--- src/rtl/pxd_pkg.sv ---
package pxd_pkg;
  typedef enum logic {
    PORT_A = 1'b0,
    PORT_B = 1'b1
  } port_e;

  function automatic port_e other_port(input port_e p);
    return (p == PORT_A) ? PORT_B : PORT_A;
  endfunction
endpackage

--- src/rtl/pxd_steer.sv ---
module pxd_steer
  import pxd_pkg::*;
(
  input  logic  clk,
  input  logic  rst,
  input  logic  smp_vld,
  input  logic  line_start,
  input  logic  dual_mode,
  input  logic  swap_ports,
  output logic  accept,
  output port_e dest,
  output logic  eff_dual,
  output logic  mode_chg
);
  logic  started_q;
  logic  dual_q;
  logic  swap_q;
  port_e next_q;
  logic  anchor;
  logic  eff_swap;
  port_e pick;

  assign anchor   = smp_vld && line_start;
  assign eff_dual = anchor ? dual_mode  : dual_q;
  assign eff_swap = anchor ? swap_ports : swap_q;
  assign accept   = smp_vld && (line_start || started_q);
  assign mode_chg = anchor && (dual_mode != dual_q);

  always_comb begin
    if (!eff_dual)
      pick = PORT_A;
    else if (anchor)
      pick = eff_swap ? PORT_B : PORT_A;
    else
      pick = next_q;
  end
  assign dest = pick;

  always_ff @(posedge clk) begin
    if (rst) begin
      started_q <= 1'b0;
      dual_q    <= 1'b0;
      swap_q    <= 1'b0;
      next_q    <= PORT_A;
    end else if (accept) begin
      started_q <= 1'b1;
      next_q    <= other_port(pick);
      if (anchor) begin
        dual_q <= dual_mode;
        swap_q <= swap_ports;
      end
    end
  end
endmodule

--- src/rtl/pxd_flush.sv ---
module pxd_flush #(
  parameter int FLUSH_SGL = 4,
  parameter int FLUSH_DUL = 2
) (
  input  logic clk,
  input  logic rst,
  input  logic a_load,
  input  logic mode_chg,
  input  logic eff_dual,
  output logic a_ok,
  output logic b_ok
);
  localparam int CNT_MAX = (FLUSH_SGL > FLUSH_DUL) ? FLUSH_SGL : FLUSH_DUL;
  localparam int CNT_W   = $clog2(CNT_MAX + 1);
  localparam logic [CNT_W-1:0] MAX_V = CNT_W'(CNT_MAX);
  localparam logic [CNT_W-1:0] THR_S = CNT_W'(FLUSH_SGL);
  localparam logic [CNT_W-1:0] THR_D = CNT_W'(FLUSH_DUL);

  logic [CNT_W-1:0] cnt_q;
  logic [CNT_W-1:0] base;

  assign base = mode_chg ? '0 : cnt_q;
  assign a_ok = base >= (eff_dual ? THR_D : THR_S);
  assign b_ok = base >= THR_D;

  always_ff @(posedge clk) begin
    if (rst)
      cnt_q <= '0;
    else if (a_load)
      cnt_q <= (base == MAX_V) ? MAX_V : base + 1'b1;
    else if (mode_chg)
      cnt_q <= '0;
  end
endmodule

--- src/rtl/pxd_dclk.sv ---
module pxd_dclk (
  input  logic clk,
  input  logic rst,
  input  logic a_load,
  output logic dclk_out
);
  logic load_q;

  always_ff @(posedge clk) begin
    if (rst) begin
      load_q   <= 1'b0;
      dclk_out <= 1'b0;
    end else begin
      load_q   <= a_load;
      dclk_out <= load_q;
    end
  end
endmodule

--- src/rtl/pxd_demux.sv ---
module pxd_demux
  import pxd_pkg::*;
#(
  parameter int DATA_W    = 10,
  parameter int FLUSH_SGL = 4,
  parameter int FLUSH_DUL = 2
) (
  input  logic              clk,
  input  logic              rst,
  input  logic [DATA_W-1:0] smp_data,
  input  logic              smp_vld,
  input  logic              line_start,
  input  logic              dual_mode,
  input  logic              swap_ports,
  output logic [DATA_W-1:0] a_data,
  output logic              a_vld,
  output logic [DATA_W-1:0] b_data,
  output logic              b_vld,
  output logic [DATA_W-1:0] b_oe,
  output logic              dclk_out
);
  logic  accept;
  port_e dest;
  logic  eff_dual;
  logic  mode_chg;
  logic  a_load;
  logic  b_load;
  logic  a_ok;
  logic  b_ok;

  pxd_steer u_steer (
    .clk        (clk),
    .rst        (rst),
    .smp_vld    (smp_vld),
    .line_start (line_start),
    .dual_mode  (dual_mode),
    .swap_ports (swap_ports),
    .accept     (accept),
    .dest       (dest),
    .eff_dual   (eff_dual),
    .mode_chg   (mode_chg)
  );

  assign a_load = accept && (dest == PORT_A);
  assign b_load = accept && (dest == PORT_B);

  pxd_flush #(
    .FLUSH_SGL (FLUSH_SGL),
    .FLUSH_DUL (FLUSH_DUL)
  ) u_flush (
    .clk      (clk),
    .rst      (rst),
    .a_load   (a_load),
    .mode_chg (mode_chg),
    .eff_dual (eff_dual),
    .a_ok     (a_ok),
    .b_ok     (b_ok)
  );

  pxd_dclk u_dclk (
    .clk      (clk),
    .rst      (rst),
    .a_load   (a_load),
    .dclk_out (dclk_out)
  );

  always_ff @(posedge clk) begin
    if (rst) begin
      a_data <= '0;
      b_data <= '0;
      a_vld  <= 1'b0;
      b_vld  <= 1'b0;
      b_oe   <= '0;
    end else begin
      a_vld <= a_load && a_ok;
      b_vld <= b_load && b_ok;
      if (a_load) a_data <= smp_data;
      if (b_load) b_data <= smp_data;
      if (accept && line_start) b_oe <= {DATA_W{eff_dual}};
    end
  end
endmodule

--- config.mk ---
export PLATFORM = sky130hd
export DESIGN_NAME = pxd_demux
export DESIGN_NICKNAME = d
export VERILOG_FILES = /design/src/rtl/pxd_pkg.sv /design/src/rtl/pxd_steer.sv /design/src/rtl/pxd_flush.sv /design/src/rtl/pxd_dclk.sv /design/src/rtl/pxd_demux.sv
export SDC_FILE = /design/constraint.sdc
export NUM_CORES = 1
export LEC_CHECK = 0
export BUFFER_PORTS_ARGS = -buffer_cell sky130_fd_sc_hd__clkbuf_2
export CAP_MARGIN = 25
export CORE_MARGIN = 2
export CORE_UTILIZATION = 43
export DETAILED_ROUTE_END_ITERATION = 12
export GPL_TIMING_DRIVEN = 0
export PLACE_DENSITY = 0.82
export SLEW_MARGIN = 0
export SYNTH_ARGS = -nofsm -noshare
export SYNTH_HDL_FRONTEND = slang
export SYNTH_SLANG_ARGS = --single-unit
--- constraint.sdc ---
create_clock -name clk -period 1.7 [get_ports clk]
set_input_delay 0.34 -clock clk [delete_from_list [all_inputs] [get_ports clk]]
set_output_delay 0.34 -clock clk [all_outputs]
set_load 0.01 [all_outputs]
* After elaboration in Yosys (flattened, before gate mapping)
Cells that the tools add are included.
** Storage, ports and cells
- Register bits :: 32
- Bits in latches :: 0
- Bits in writable memories :: 0
- ROM bits :: 0
- Bits of input ports :: 16
- Output and inout port bits :: 33
- Memories kept :: 0
** Cells by class
- Add/subtract/negate cells :: 1
- $mul :: 0
- Div/mod/pow operators :: 0
- $lt $le $gt $ge :: 2
- Eq/ne operators :: 2
- Shifts and indexed selects :: 0
- Multiplexer cells :: 10
- Bitwise operators :: 1
- Reductions and logical operators :: 9
** Operators with widths (count)
- $mux 3 :: 4
- $logic_and 1x1->1 :: 8
- $mux 1 :: 6
- $add 3x1->3 const B :: 1
- $eq 3x3->1 const B :: 1
- $ge 3x2->1 const B :: 1
- $ge 3x3->1 :: 1
- $logic_or 1x1->1 :: 1
- $ne 1x1->1 :: 1
- $not 1->1 :: 1

* Longest topological paths before layout
Gate-level depths: netlist of the first run.
- Depth after elaboration :: 8
- Gate-level depth with buffers :: 6
- Gate-level depth less buffers :: 6

* Hierarchy
Synthesis of the first run repeated with hierarchy kept, for this count alone.
** Second synthesis, totals
- Cells, all modules :: 142
- Area total of the unflattened synthesis :: 1421.4 sq um
** Modules (own cells, without submodules)
- pxd_demux :: times used 1, cells an instance 96, area each 1014.7 sq um
- pxd_flush :: times used 1, cells an instance 25, area each 198.9 sq um
- pxd_steer :: times used 1, cells an instance 17, area each 155.1 sq um
- pxd_dclk :: times used 1, cells an instance 4, area each 52.6 sq um

* Worst setup path before layout of the first run
OpenSTA, ideal clock, no wires.
- Path type :: input to register
- Start :: in dual_mode
- End :: reg a_vld
- Arrival :: 1481 ps
- Data required time :: 1569 ps
- Setup slack :: 87 ps
- Stages :: 6
- Path buffers :: 0
- Path through :: xnor2_1 o21a_1 ha_1 nor2b_1 a311oi_1 nor3_1
** Between the ends
- Word-level cells in the longest chain between the ends :: 5
- Elaborated cells on any way between the ends :: 10
** Ends and longest elaborated chain
- start, declared :: line pxd_demux.sv:13 : input logic dual_mode,
- $ne 1x1->1 or $mux 1 (tied branches) :: line pxd_steer.sv:27, pxd_steer.sv:24
- $logic_and 1x1->1 or $mux 1 (tied branches) :: line pxd_steer.sv:27, pxd_steer.sv:30
- $mux 3 or $not 1->1 (tied branches)
- $ge 3x3->1 or $logic_and 1x1->1 (tied branches) :: line pxd_flush.sv:23, pxd_demux.sv:44
- $logic_and 1x1->1 (*) :: line pxd_demux.sv:75 : a_vld <= a_load && a_ok;
- end signal, assigned :: line pxd_demux.sv:75
- end, declared :: line pxd_demux.sv:16 : output logic a_vld,
Every way passes the cells marked *; elsewhere a longest branch is shown, timed or not.
A chain may end at the register's enable or synchronous reset.

* Worst setup path after layout of the first run
- Start :: reg u_steer.dual_q
- End :: reg a_vld
** Between the ends
- Word-level cells in the longest chain between the ends :: 5
- Elaborated cells on any way between the ends :: 10
** Ends and longest elaborated chain
- start, declared :: line pxd_steer.sv:16 : logic dual_q;
- start signal, assigned :: line pxd_steer.sv:49 : dual_q <= dual_mode;
- $ne 1x1->1 or $mux 1 (tied branches) :: line pxd_steer.sv:27, pxd_steer.sv:24
- $logic_and 1x1->1 or $mux 1 (tied branches) :: line pxd_steer.sv:27, pxd_steer.sv:30
- $mux 3 or $not 1->1 (tied branches)
- $ge 3x3->1 or $logic_and 1x1->1 (tied branches) :: line pxd_flush.sv:23, pxd_demux.sv:44
- $logic_and 1x1->1 (*) :: line pxd_demux.sv:75
Marks and branches as above.

==> results.yml, run 1 <==
outcome:
  status: "completed"
yosys:
  synthesis.area_um2: 1350
  synth_async_sr_flop_share_pct: 0
  yosysSeqAreaShare_pct: 45.97
  synthFlopType: "dfxtp_1"
  syn_inst: 155
  synth_edf_count: 0
  ys_warn_count: 0
  ys_ff_latch: 31
  synth_area_leaders: "dfxtp_1 46%, a21oi_1 8.5%, nand3_1 7.8%, buf_4 5.6%, o21ai_0 4.8%"
  avgSynthCellArea_um2: 8.710
  synth.distinct_cells: 26
  synth_top_cell_by_area: "dfxtp_1"
  netlist.area_leader.share_pct: 45.97
  syn-num-nets: 176
die:
  rows: 20
  die-area_um2: 3604
  initial_utilization_pct: 44.59
  pin_count: 49
  core_um2: 3028
  die_x_um: 60.03
  chipHeight_um: 60.03
finish:
  final_util_pct: 56.90
  drive_gt1_share_pct: 35.38
  fin_nets: 232
  fill_cells: 292
  design_area_um2: 1723
  antennaDiodeCount: 0
  reg_top3: "a_data x10, b_data x10, u_flush.cnt_q x3"
  syn2layout_area_growth_pct: 27.62
  final_common_cell: "clkbuf_2"
  layout_common_cells: "48 x clkbuf_2, 30 x dfxtp_1, 23 x a21oi_1"
  finalNonFillerCells: 256
hold_path:
  min_path_type: "in -> reg"
worst_setup_path:
  worstSetupPathType: "reg -> reg"
  cp_cell_sequence: "xnor2_4 -> o21a_1 -> ha_1 -> nor2b_1 -> a311oi_1 -> nor3_1"
  critPathSlowestCell: "dfxtp_2"
  slowest_delay_ns: 0.37
  worstPathMaxFanout: 3
  worst_ep_required_time_ns: 1.91
  crit_family: "compound AO/OA/AOI/OAI gates"
  critPathArrivalTime_ns: 1.81
  critical_path_buf_inv_count: 0
  start_kind: "register"
  cp-end-kind: "register"
clocking:
  cts_tree: "yes"
  path_clk_slew_ns: 0.09
  cts_made_buffers: 5
  ctsLongestPathBuffers: 2
  cts.root.buffer_cell: "clkbuf_4"
  htree_levels: 2
  insertion_delay_ns: 0.34
  clock_sinks: 31
timing:
  relSlewSlack_pct: 69.57
  hold_viol_final: 0
  worst-slew-pin-transition_ns: 0.4516
  finalSetupViolations: 0
  grt_setup_unrepaired: "no"
  fin_setup_tns_ns: 0
  fmax_mhz: 624.7
  min_period_ns: 1.601
  skew_ns: 0.005263
  period_share_pct: 94.16
  finalMaxSlewViolations: 0
drt:
  routed_wl_um: 3125
  drc: 0
  via_count: 1258
  ant_nets: 0
  drt-pass1-iter-count: 4
  drt-initial-drc-count: 18
  vias_per_cell: 4.914
  wl_per_cell_um: 12.21
power_and_ir_drop:
  power.leakage_nw: 0.7784
  power_density_nw_per_um2: 814.9
  p_total_mw: 1.404
  vdd.ir_drop.worst_uv: 448.5
place:
  gp_congestion: 0.8018
  place_hpwl_um: 2263
  io_buffers: 48
  placed_cell_area_um2: 1645
  dp.cells: 247
global_route:
  grt_pass1_wl_um: 5209
  antenna_found_initial: 0
  grt_pass1_vias: 1173
  grt.overflow.total: 0
  track_usage_pct: 19.51
  grt_max_degree: 12
job:
  cap_violations: 0
## metrics by stage
step / hold slack (ns) / setup WS [ns]
5_1_grt: 0.2203 / 0.01604
6_report: 0.2230 / 0.09932
4_1_cts: 0.2214 / 0.04296
3_5_place_dp: 0.4349 / -0.1877
3_3_place_gp: 0.4187 / -0.1697
2_1_floorplan: 0.4116 / 0.08709
## cells by family (layout without fill, tap and decap cells)
family,count (synthesis),after routing,synth area share [%]
flip-flops,31,31,45.97
AO/OA/AOI/OAI,46,46,20.76
adder cells (fa/ha/maj),5,5,4.634
buffers and inverters,21,78,9.453
AND/OR/NAND/NOR,50,50,17.89
XOR/XNOR,2,2,1.298
## where the power goes
group / internal (mW) / switching [mW] / total (mW)
combinational: 0.0932 / 0.125 / 0.218
clock: 0.161 / 0.253 / 0.414
sequential: 0.754 / 0.0173 / 0.771
## synth_stat cells (2+ instances only)
cell type / instances
dfxtp_1: 31
a21oi_1: 23
nand3_1: 21
nand2_1: 13
o21ai_0: 13
buf_4: 10
clkbuf_1: 5
ha_1: 5
nor2_1: 5
nor2b_1: 4
a311oi_1: 3
buf_2: 3
o21a_1: 3
inv_1: 2
nor3_1: 2
xnor2_1: 2
## timing repair
| action | in CTS | in global routing |
|---|---|---|
| gates cloned | 0 | 0 |
| hold buffers | 0 | 0 |
| endpoints found under the setup margin | 1 | 3 |
| setup buffers | 1 | 0 |
| resized for setup | 1 | 3 |
| pin swaps | 1 | 1 |
## worst paths after layout
kind | depth (start not counted) | from | slack [ns] | end
worst min register to register | 1 | u_dclk.load_q$_SDFF_PP0_ | 0.45 | u_dclk.dclk_out$_SDFF_PP0_
worst min-delay path | 2 | rst | 0.22 | u_dclk.dclk_out$_SDFF_PP0_
worst max-delay path | 6 | u_steer.dual_q$_SDFFE_PP0P_ | 0.1 | a_vld$_SDFF_PP0_
worst max register to register | 6 | u_steer.dual_q$_SDFFE_PP0P_ | 0.1 | a_vld$_SDFF_PP0_
## area by class of cell
| class | instances | area, µm² | share of cell area (%) |
|---|---|---|---|
| clock inverter | 1 | 5.005 | 0.2905 |
| tap | 44 | 55.05 | 3.195 |
| inverter | 2 | 7.507 | 0.4357 |
| timing repair buffer | 49 | 247.7 | 14.38 |
| sequential | 31 | 621.8 | 36.09 |
| buffer | 19 | 120.1 | 6.972 |
| multi-input combinational | 103 | 620.6 | 36.02 |
| clock buffer | 7 | 45.04 | 2.614 |
## worst reg2reg max path, stage by stage (launching register included)
cell      delay [ns]
dfxtp_2         0.37
xnor2_4         0.16
o21a_1          0.21
ha_1            0.28
nor2b_1         0.13
a311oi_1        0.24
nor3_1          0.08
## metal layers
| layer | GRT usage (%) | part of all wire, % | vias to the layer above | wire length, µm |
|---|---|---|---|---|
| li1 | - | - | 651 | - |
| met4 | 7.302 | 1.5 | 0 | 48 |
| met2 | 32.61 | 47 | 42 | 1481 |
| met1 | 22.39 | 44 | 558 | 1377 |
| met3 | 7.576 | 7.0 | 7 | 218 |
| met5 | 0 | 0 | - | 0 |
Note: power is estimated with default switching activity, not from simulation.
==> run 2, diff against run 1 <==
- CORE_ASPECT_RATIO: unset -> 0.9
- CTS_CLUSTER_SIZE: unset -> 12
==> results.yml, run 2 (synthesized netlist as in run 1, its figures left out) <==
clocking:
  holdBufCountCts: 0
  cts_tree: "yes"
  cts_made_buffers: 5
  path_clk_slew_ns: 0.09
  clock_sinks: 31
  cts.root.buffer_cell: "clkbuf_4"
  ctsLongestPathBuffers: 2
  htree_levels: 2
  insertion_delay_ns: 0.32
drt:
  vias_per_cell: 5.075
  routed_wl_um: 3166
  drt-pass1-iter-count: 4
  wl_per_cell_um: 12.56
  drt-initial-drc-count: 35
  ant_nets: 0
  drc: 0
  via_count: 1279
global_route:
  antenna_found_initial: 0
  grt_max_degree: 12
  grt_pass1_wl_um: 5237
  track_usage_pct: 18.66
  grt_pass1_vias: 1179
  grt.overflow.total: 0
worst_setup_path:
  r2r_slack_ns: 0.11
  worstSetupPathType: "reg -> reg"
  worst_ep_required_time_ns: 1.89
  cp-end-kind: "register"
  worstPathMaxFanout: 3
  critPathArrivalTime_ns: 1.79
  r2r_cells: 6
  start_kind: "register"
power_and_ir_drop:
  p_int_uw: 994.3
  p_total_mw: 1.368
  pwr-share-clk_pct: 27.5
  netSwitchingFraction_pct: 27.31
  sequentialPowerShare_pct: 56.4
  power.leakage_nw: 0.7733
  switchingPower_uw: 373.5
  combPwrFrac_pct: 16.1
  power_density_nw_per_um2: 799.1
  vdd.ir_drop.worst_uv: 470.4
timing:
  fmax_mhz: 627.3
  finalSetupViolations: 0
  worst-slew-pin-transition_ns: 0.4954
  period_share_pct: 93.77
  finalMaxSlewViolations: 0
  hold-worst-slack_ns: 0.2299
  skew_ns: 0.003936
  relSlewSlack_pct: 66.97
  grt_setup_unrepaired: "no"
  hold_viol_final: 0
  min_period_ns: 1.594
finish:
  reg_top3: "a_data x10, b_data x10, u_flush.cnt_q x3"
  finalNonFillerCells: 252
  antennaDiodeCount: 0
  final_util_pct: 56.69
  drive_gt1_share_pct: 35.24
  final_common_cell: "clkbuf_2"
  fin_nets: 232
  fill_cells: 305
  syn2layout_area_growth_pct: 26.78
  layout_common_cells: "48 x clkbuf_2, 30 x dfxtp_1, 23 x a21oi_1"
die:
  initial_utilization_pct: 44.72
  chipHeight_um: 57.16
  die-area_um2: 3604
  rows: 19
  core_um2: 3019
  die_x_um: 63.07
  pin_count: 49
place:
  dp.cells: 245
  io_buffers: 48
  gp_congestion: 0.7696
  place_hpwl_um: 2249
hold_path:
  hold-path-cell-count: 2
  min_path_type: "in -> reg"
outcome:
  status: "completed"
job:
  cap_violations: 0
## run 2: routing by layer
metal  track usage (%)  wire (µm)  vias to the layer above
met2             30.40       1443                       39
met1             23.25       1476                      583
met3             5.720        201                        7
met5                 0          0                        -
met4             7.619         44                        0
li1                  -          -                      650
## run 2: layout make-up
type | instances | area [µm²] | area share [%]
buffer | 19 | 120.1 | 7.018
clock buffer | 6 | 41.29 | 2.412
inverter | 2 | 7.507 | 0.4386
multi-input combinational | 103 | 620.6 | 36.26
sequential | 31 | 621.8 | 36.33
tap | 42 | 52.55 | 3.070
timing repair buffer | 49 | 247.7 | 14.47
## run 2: worst paths after layout
check                               from                           to
max reg2reg  u_steer.dual_q$_SDFFE_PP0P_             a_vld$_SDFF_PP0_
min                                  rst  u_steer.dual_q$_SDFFE_PP0P_
max          u_steer.dual_q$_SDFFE_PP0P_             a_vld$_SDFF_PP0_
min reg2reg     u_dclk.load_q$_SDFF_PP0_   u_dclk.dclk_out$_SDFF_PP0_
## run 2: power by group through the flow
stage	Clock [mW]	Combinational (mW)	Sequential, mW
finish	0.377	0.220	0.771
global route	0.417	0.243	0.775
CTS	0.383	0.217	0.771
detailed placement	0	0.213	0.787
global placement	0	0.210	0.786
floorplan	0	0.126	0.794
## run 2: metrics by stage
step | instance area, µm² | TNS [ns] | worst slack [ns]
after floorplan | 1350 | 0 | 0.08709
after global placement | 1643 | -0.2016 | -0.1668
after detailed placement | 1643 | -0.2867 | -0.1893
after CTS | 1699 | 0 | 0.05238
after global routing | 1712 | 0 | 0.01937
final | 1712 | 0 | 0.1060
## run 2: worst max-delay path, cell delays in order, from the launching register on
cell      delay [ns]
dfxtp_2         0.36
xnor2_4         0.15
o21a_1          0.19
ha_1            0.28
nor2b_1         0.15
a311oi_1        0.25
nor3_1          0.08
## run 2: what timing repair did
action / 4_1_cts / 5_1_grt
endpoints found under the setup margin: 2 / 3
gates resized for setup: 1 / 3
pin swaps: 1 / 2
hold endpoints to repair: 0 / 0
buffers inserted: 1 / 0
==> run 3, diff against run 2 <==
- CORE_UTILIZATION: 43 -> 52
- PLACE_DENSITY: 0.82 -> 0.91
- clock period: 1.7 -> 2 ns (I/O delays scaled with it)
==> results.yml, run 3 (synthesized netlist as in run 1, its figures left out) <==
outcome:
  status: "completed"
die:
  rows: 17
  core_um2: 2467
  pin_count: 49
  die_x_um: 57.71
  initial_utilization_pct: 54.72
  die-area_um2: 3021
  chipHeight_um: 52.34
drt:
  via_count: 1294
  drt-initial-drc-count: 31
  vias_per_cell: 5.460
  drt-pass1-iter-count: 4
  routed_wl_um: 3028
  ant_nets: 0
  drc: 0
  wl_per_cell_um: 12.78
timing:
  finalMaxSlewViolations: 0
  relSlewSlack_pct: 68.94
  period_share_pct: 90.34
  min_period_ns: 1.807
  worst-slew-pin-transition_ns: 0.4659
  fmax_mhz: 553.5
  finalSetupViolations: 0
  layout_setup_ws_ns: 0.1933
  grt_setup_unrepaired: "no"
  hold_viol_final: 0
  fin_setup_tns_ns: 0
  skew_ns: 0.0009577
hold_path:
  min-delay-start: "rst"
  hold-path-cell-count: 2
  min_path_type: "in -> reg"
  min_to: "u_steer.dual_q$_SDFFE_PP0P_"
power_and_ir_drop:
  power_density_nw_per_um2: 693.3
  combPwrFrac_pct: 15.7
  p_int_uw: 841.3
  sequentialPowerShare_pct: 56.6
  vdd.ir_drop.worst_uv: 655.2
  switchingPower_uw: 314.2
  netSwitchingFraction_pct: 27.19
  p_total_mw: 1.155
  power.leakage_nw: 0.7615
  pwr-share-clk_pct: 27.6
finish:
  layout_common_cells: "48 x clkbuf_2, 31 x dfxtp_1, 23 x a21oi_1"
  design_area_um2: 1667
  final_common_cell: "clkbuf_2"
  seqCellArea_um2: 620.6
  fin_nets: 231
  reg_top3: "a_data x10, b_data x10, u_flush.cnt_q x3"
  multi_input_area_um2: 601.8
  final_util_pct: 67.55
  drive_gt1_share_pct: 33.97
  antennaDiodeCount: 0
  syn2layout_area_growth_pct: 23.45
  fill_cells: 209
global_route:
  grt.overflow.total: 0
  grt_pass1_wl_um: 4836
  grt_max_degree: 12
  grt_pass1_vias: 1088
  antenna_found_initial: 0
  track_usage_pct: 21.80
job:
  cap_violations: 0
clocking:
  clock_sinks: 31
  cts.root.buffer_cell: "clkbuf_4"
  cts_resized: 0
  ctsLongestPathBuffers: 2
  cts_made_buffers: 5
  htree_levels: 2
  insertion_delay_ns: 0.33
  postCtsSetupRepairBufs: 0
  holdBufCountCts: 0
  cts_tree: "yes"
  path_clk_slew_ns: 0.08
worst_setup_path:
  reg2reg_to: "a_vld$_SDFF_PP0_"
  r2r_slack_ns: 0.19
  cp-end-kind: "register"
  rr_startpoint: "u_steer.dual_q$_SDFFE_PP0P_"
  start_kind: "register"
  r2r_cells: 6
  worstSetupPathType: "reg -> reg"
  worst_ep_required_time_ns: 2.21
  critPathArrivalTime_ns: 2.01
  worstPathMaxFanout: 5
place:
  place_hpwl_um: 2233
  place_ws_ns: 0.06466
  io_buffers: 48
  placed_cell_area_um2: 1625
  gp_congestion: 0.7948
## run 3: metal layers
metal  vias up  share of wire, %  global-route usage (%)
met2        50                45                   32.95
li1        643                 -                       -
met4         0               1.7                   9.302
met5         -                 0                       0
met1       595                44                   28.00
met3         6               8.6                   7.901
## run 3: power by group through the flow
stage | combinational, mW | clock, mW | sequential, mW
3_5_place_dp | 0.180 | 0 | 0.669
4_1_cts | 0.181 | 0.330 | 0.655
3_3_place_gp | 0.176 | 0 | 0.668
6_report | 0.182 | 0.319 | 0.654
2_1_floorplan | 0.107 | 0 | 0.675
5_1_grt | 0.199 | 0.361 | 0.658
## run 3: area by class of cell
class                           count  area share (%)
Buffer                             19           7.207
Clock buffer                        6           2.477
Inverter                            2          0.4505
Timing Repair Buffer               48           14.41
Multi-Input combinational cell    103           36.11
Tap cell                           28           2.102
Sequential cell                    31           37.24
## run 3: critical path, cell delays in order, from the launching register on
cell and delay [ns]:
dfxtp_1 0.35, xnor2_1 0.36, o21a_1 0.25, ha_1 0.27, nor2b_1 0.13, a311oi_1 0.24, nor3_1 0.07
## run 3: stage by stage
step / hold WS (ns) / cells
after floorplan: 0.4138 / 155
final: 0.2855 / 237
after CTS: 0.2725 / 237
after detailed placement: 0.4412 / 231
after global placement: 0.4195 / 231
after global routing: 0.2760 / 237
## run 3: worst max path at each step
stage,depth (start not counted),startpoint,to,slack [ns]
after global placement,7,dual_mode,a_vld$_SDFF_PP0_,0.09
final,6,u_steer.dual_q$_SDFFE_PP0P_,a_vld$_SDFF_PP0_,0.19
after CTS,6,u_steer.dual_q$_SDFFE_PP0P_,a_vld$_SDFF_PP0_,0.20
after floorplan,6,dual_mode,a_vld$_SDFF_PP0_,0.33
after detailed placement,7,dual_mode,a_vld$_SDFF_PP0_,0.06
after global routing,6,u_steer.dual_q$_SDFFE_PP0P_,a_vld$_SDFF_PP0_,0.07
